File: config.mk
export PLATFORM = sky130hd
export DESIGN_NAME = cos_input_port
export DESIGN_NICKNAME = d
export VERILOG_FILES = /design/src/rtl/cos_pkg.sv /design/src/rtl/cos_ctrl.sv /design/src/rtl/cos_datapath.sv /design/src/rtl/cos_input_port.sv
export SDC_FILE = /design/constraint.sdc
export NUM_CORES = 1
export LEC_CHECK = 0
export BUFFER_PORTS_ARGS = -buffer_cell sky130_fd_sc_hd__buf_2
export CAP_MARGIN = 10
export CORE_MARGIN = 1
export CORE_UTILIZATION = 50
export DETAILED_ROUTE_END_ITERATION = 7
export GPL_TIMING_DRIVEN = 0
export MAX_ROUTING_LAYER = met4
export PLACE_DENSITY = 0.81
export SLEW_MARGIN = 20
export SYNTH_ARGS = -nofsm -noshare
export SYNTH_HDL_FRONTEND = slang
export SYNTH_SLANG_ARGS = --single-unit
export TNS_END_PERCENT = 5
File: constraint.sdc
create_clock -name clk -period 0.9 [get_ports clk]
set_clock_uncertainty 0.05 [all_clocks]
set_input_delay 0 -clock clk [delete_from_list [all_inputs] [get_ports clk]]
set_output_delay 0 -clock clk [all_outputs]
set_load 0.02 [all_outputs]
File: src/rtl/cos_pkg.sv
package cos_pkg;
  localparam int GROUP_W    = 8;
  localparam int NUM_GROUPS = 6;
  localparam int ADDR_W     = 3;
  localparam int PIN_W      = GROUP_W * NUM_GROUPS;
  localparam int CTRL_ADDR  = 7;
  localparam int RSV_ADDR   = 3;
  localparam int PEND_BIT   = 6;

  // control-to-datapath strobes
  typedef struct packed {
    logic                  enLoad;
    logic                  statClr;
    logic [NUM_GROUPS-1:0] enMask;
    logic [NUM_GROUPS-1:0] enNext;
  } cosStrobe_t;

  // groups below the reserved hole sit at their own index, the rest one above
  function automatic int groupOffset(input int g);
    return (g < RSV_ADDR) ? g : g + 1;
  endfunction
endpackage

File: src/rtl/cos_ctrl.sv
module cos_ctrl
  import cos_pkg::*;
(
  input  logic              clk,
  input  logic              rstN,
  input  logic [ADDR_W-1:0] busAddr,
  input  logic              busWrEn,
  input  logic              busRdEn,
  input  logic [GROUP_W-1:0] busWrData,
  output cosStrobe_t        strobe
);
  logic [NUM_GROUPS-1:0] enReg;
  logic                  ctrlHit;
  logic                  enLoad;

  assign ctrlHit = (busAddr == ADDR_W'(CTRL_ADDR));
  assign enLoad  = busWrEn && ctrlHit;

  always_ff @(posedge clk or negedge rstN) begin
    if (!rstN) enReg <= '0;
    else if (enLoad) enReg <= busWrData[NUM_GROUPS-1:0];
  end

  always_comb begin
    strobe.enLoad  = enLoad;
    strobe.statClr = busRdEn && ctrlHit;
    strobe.enMask  = enReg;
    strobe.enNext  = enLoad ? busWrData[NUM_GROUPS-1:0] : enReg;
  end
endmodule

File: src/rtl/cos_datapath.sv
module cos_datapath
  import cos_pkg::*;
(
  input  logic                  clk,
  input  logic                  rstN,
  input  logic [PIN_W-1:0]      inPins,
  input  logic [ADDR_W-1:0]     busAddr,
  input  cosStrobe_t            strobe,
  output logic [GROUP_W-1:0]    busRdData,
  output logic                  irqOut,
  output logic [NUM_GROUPS-1:0] groupFlags,
  output logic [NUM_GROUPS-1:0] groupChange
);
  logic [PIN_W-1:0]      syncA;
  logic [PIN_W-1:0]      syncB;
  logic [PIN_W-1:0]      prevVal;
  logic [NUM_GROUPS-1:0] flagsNext;
  logic [GROUP_W-1:0]    statusByte;

  always_ff @(posedge clk or negedge rstN) begin
    if (!rstN) begin
      syncA   <= '0;
      syncB   <= '0;
      prevVal <= '0;
    end else begin
      syncA   <= inPins;
      syncB   <= syncA;
      prevVal <= syncB;
    end
  end

  for (genvar g = 0; g < NUM_GROUPS; g++) begin : gChange
    assign groupChange[g] =
      |(syncB[g*GROUP_W +: GROUP_W] ^ prevVal[g*GROUP_W +: GROUP_W]);
  end

  assign flagsNext = ((groupFlags & ~{NUM_GROUPS{strobe.statClr}})
                      | (groupChange & strobe.enMask)) & strobe.enNext;

  always_ff @(posedge clk or negedge rstN) begin
    if (!rstN) groupFlags <= '0;
    else       groupFlags <= flagsNext;
  end

  assign irqOut = |groupFlags;

  always_comb begin
    statusByte = '0;
    statusByte[NUM_GROUPS-1:0] = groupFlags;
    statusByte[PEND_BIT] = ~irqOut;
  end

  always_comb begin
    busRdData = '0;
    if (busAddr == ADDR_W'(CTRL_ADDR)) busRdData = statusByte;
    for (int g = 0; g < NUM_GROUPS; g++) begin
      if (busAddr == ADDR_W'(groupOffset(g)))
        busRdData = syncB[g*GROUP_W +: GROUP_W];
    end
  end
endmodule

File: src/rtl/cos_input_port.sv
module cos_input_port
  import cos_pkg::*;
(
  input  logic        clk,
  input  logic        rstN,
  input  logic [2:0]  busAddr,
  input  logic        busWrEn,
  input  logic        busRdEn,
  input  logic [7:0]  busWrData,
  output logic [7:0]  busRdData,
  input  logic [47:0] inPins,
  output logic        irqOut
);
  cosStrobe_t            strobe;
  logic [NUM_GROUPS-1:0] groupFlags;
  logic [NUM_GROUPS-1:0] groupChange;
  logic [NUM_GROUPS-1:0] enMask;

  assign enMask = strobe.enMask;

  cos_ctrl i_ctrl (
    .clk       (clk),
    .rstN      (rstN),
    .busAddr   (busAddr),
    .busWrEn   (busWrEn),
    .busRdEn   (busRdEn),
    .busWrData (busWrData),
    .strobe    (strobe)
  );

  cos_datapath i_dp (
    .clk         (clk),
    .rstN        (rstN),
    .inPins      (inPins),
    .busAddr     (busAddr),
    .strobe      (strobe),
    .busRdData   (busRdData),
    .irqOut      (irqOut),
    .groupFlags  (groupFlags),
    .groupChange (groupChange)
  );
endmodule

==> results.txt <==
----------------------------------------------------
[Die]
  Die X-Extent ... 103 µm
  Number of top-level pins ... 72
  Die Outline Area ... 0.0107 mm²
  Placeable core region ... 0.00986 mm²
  Number of cell rows ... 36
  Die Ht ... 103 µm
  Initial standard-cell utilization of the core ... 0.519

[Synthesis]
  Ys Warns ... 0
  XOR/XNOR share of the synthesized area ... 0.0821
  Avg Inst Size Synth ... 15.7 µm²
  Register bit total from synthesis ... 156
  Synthesized-area fraction occupied by ao, oa, aoi and oai cells ... 0.0584
  Post-synthesis instance total ... 327
  Dominant combinational cell family by area after synthesis ... XOR/XNOR gates
  Simple-gate area share of the yosys netlist ... 0.0501
  Summed instance area of the synthesized netlist ... 0.00512 mm²
  Number of enable-type register cells in the synthesized netlist ... 0
  Seq/Total Area, Yosys ... 0.762
  Syn nets ... 390
  Adder and majority gate portion of the synthesized area ... 0
  Distinct cell type count of the synthesized netlist ... 27
  Post-synth top flop ... sky130_fd_sc_hd__dfrtp_1
  Mux cell area share after synthesis ... 0.0283
  Async set or reset register ratio after synthesis ... 1.00

[STA]
  Crit path setup slack, layout ... -919 ps
  Slew at the pin closest to its max-slew limit ... 428 ps
  Unrepaired setup endpoints after global routing ... true
  Min Tclk post-route ... 1820 ps
  Part of the cycle the worst path needs ... 2.02
  Min Hold Slack ... -107 ps
  Final Max Tran Viols ... 0
  Number of hold-slack violations in the final timing report ... 68
  Max Clock Freq ... 0.550 GHz
  Relative slew slack ... 0.713
  Total of endpoints with negative setup slack in the final report ... 15
  Summed negative setup slack over all endpoints ... -9410 ps

[GRT]
  Vias in the first global route ... 3,308
  Pin count of the biggest net entering global routing ... 95
  Total congestion overflow after global routing ... 0
  Initial antenna violation count ... 0
  First-pass GRT wire length ... 16.6 mm
  Global routing usage summed across all routing layers ... 0.231

[Clock tree]
  Post-CTS Hold Fix Bufs ... 55
  Sinks on the clock net ... 156
  Level count of the clock H-tree ... 4
  Number of buffers added by the clock tree synthesis step ... 17
  Clock transition at the registers of the reported paths ... 70 ps
  Max clock buf depth ... 2
  Clock tree from TritonCTS ... built
  Master cell of the clock root buffer ... sky130_fd_sc_hd__clkbuf_8
  Clock latency at the later pin of the worst-skew pair ... 530 ps

[Finish]
  Layout Area Growth over Synthesis ... 37.8%
  Commonest non-fill, non-tap cells in the layout ... sky130_fd_sc_hd__dfrtp_1 (154), sky130_fd_sc_hd__buf_2 (60), sky130_fd_sc_hd__dlygate4sd3_1 (55), sky130_fd_sc_hd__xnor2_1 (39), sky130_fd_sc_hd__clkbuf_16 (16)
  Number of fillers in the final layout ... 617
  Leading cell type in the layout, fill and taps excluded ... sky130_fd_sc_hd__dfrtp_1
  Net count, final ... 543
  Fraction of layout cells with a size suffix above 1 ... 0.323
  Ant. Diodes ... 0
  Final std cell area, no fill ... 0.00706 mm²

[Critical path]
  Critical Path AT ... 1770 ps
  Depth of the worst register-to-register path ... 4
  Max FO, Critical Path ... 2
  Reg-to-reg setup timing slack ... -320 ps
  Critical Path Sink Type ... output port
  Kind of start point of the critical path ... register
  Crit path kind ... register to output port
  Required time at the endpoint of the critical path ... 850 ps

[Route]
  Post-DR wirelength/cell ... 17.0 µm
  Drt total wl ... 10.6 mm
  Average via count per standard cell ... 4.88
  Via Count ... 3,052
  Router iterations before antenna repair ... 4
  DRT iter0 DRCs ... 126
  Remaining routing DRC violations ... 0
  Detail Route Antenna Nets ... 0

[Place]
  Placed Instance Area ... 0.00566 mm²
  Routability congestion estimate from global placement ... 0.940
  Setup Slack @ Placement ... -466 ps
  Detailed Place HPWL ... 6.52 mm
  Total of buffers placed on input and output ports ... 66

[Min path]
  Worst hold-check path type ... input pin to register
  Worst hold path depth ... 3

[Run]
  Number of maximum-capacitance violations ... 0

[Power and ir drop]
  Leak pwr ... 3.14 nW
  Power density over the cells ... 2260 mW/mm²
  Final Power ... 16.0 mW
  Worst VDD drop ... 1.77 mV

[Status]
  Violated checks ... negative hold slack, negative setup slack
  Result of the run ... complete, but fails checks

----------------------------------------------------
[cell usage after synthesis (5+ instances only)]
| master | count | area [µm²] |
|---|---|---|
| sky130_fd_sc_hd__a21boi_0 | 6 | 45.0 |
| sky130_fd_sc_hd__a21oi_1 | 5 | 25.0 |
| sky130_fd_sc_hd__a22oi_1 | 6 | 45.0 |
| sky130_fd_sc_hd__a32o_1 | 5 | 50.1 |
| sky130_fd_sc_hd__dfrtp_1 | 156 | 3900 |
| sky130_fd_sc_hd__inv_1 | 6 | 22.5 |
| sky130_fd_sc_hd__mux2_2 | 7 | 78.8 |
| sky130_fd_sc_hd__nand2_1 | 13 | 48.8 |
| sky130_fd_sc_hd__nand4_1 | 13 | 81.3 |
| sky130_fd_sc_hd__nor2_1 | 15 | 56.3 |
| sky130_fd_sc_hd__nor3_1 | 6 | 30.0 |
| sky130_fd_sc_hd__o21ai_0 | 13 | 65.1 |
| sky130_fd_sc_hd__o22ai_1 | 7 | 43.8 |
| sky130_fd_sc_hd__xnor2_1 | 48 | 420 |
[report_power, final]
group          switching [mW]  leakage [nW]  internal [mW]  total, mW
clock                    2.85         0.274           3.67       6.52
combinational           0.739          1.04          0.880       1.62
sequential              0.337          1.83           7.48       7.81
[per-layer routing]
metal | wire length [µm] | GRT usage
met1 | 4350 | 0.258
met5 | 0 | -
met2 | 5510 | 0.376
met3 | 380 | 0.0706
met4 | 399 | 0.124
[sequential cells by signal, indices dropped and copies added (netlist names)]
name / cells
i_dp.prevVal: 48
i_dp.syncB: 48
i_dp.syncA: 48
i_dp.groupFlags: 6
i_ctrl.enReg: 6
[worst paths after layout]
path                           startpoint                  to
hold / removal                 busAddr[0]     i_ctrl.enReg[2]
max in group asynchronous            rstN     i_dp.prevVal[8]
min in group asynchronous            rstN      i_dp.syncA[17]
hold reg to reg             i_dp.syncA[2]       i_dp.syncB[2]
setup reg to reg           i_dp.syncB[35]  i_dp.groupFlags[4]
setup / recovery           i_dp.syncB[30]        busRdData[6]
[timing repair]
item,CTS,global route
cloned,0,0
setup endpoints to repair,15,109
buffers inserted,8,4
endpoints found under the hold margin,216,68
resized for setup,24,28
pin swaps,9,17
[worst max-delay path, cell delays in order, from the launching register on]
cell and delay, ps:
sky130_fd_sc_hd__dfrtp_1 400, sky130_fd_sc_hd__mux2i_2 220, sky130_fd_sc_hd__o22ai_1 110, sky130_fd_sc_hd__a221o_1 360, sky130_fd_sc_hd__buf_6 150
[layout make-up]
cell class / instances / area [µm²] / area share
multi-input combinational: 156 / 1280 / 0.181
inverter: 7 / 26.3 / 0.00372
timing repair buffer: 134 / 1050 / 0.149
buffer: 8 / 72.6 / 0.0103
sequential: 156 / 3910 / 0.553
tap: 133 / 166 / 0.0236
clock buffer: 20 / 455 / 0.0645
clock inverter: 12 / 103 / 0.0145
[through the flow]
stage	std cells	utilization
2_1_floorplan	327	-
3_3_place_gp	526	0.570
3_5_place_dp	527	0.574
4_1_cts	622	0.701
5_1_grt	626	0.716
6_report	626	0.716
[cells by family (layout without fill, tap and decap cells)]
logic type,Yosys count,count (layout)
muxes,12,12
xor gates and xnor gates,48,48
and+or+nand+nor,51,51
AOI/OAI and AO/OA,45,45
buffers and inverters,15,181
DFF,156,156
Power figures use the tool's default switching activity.
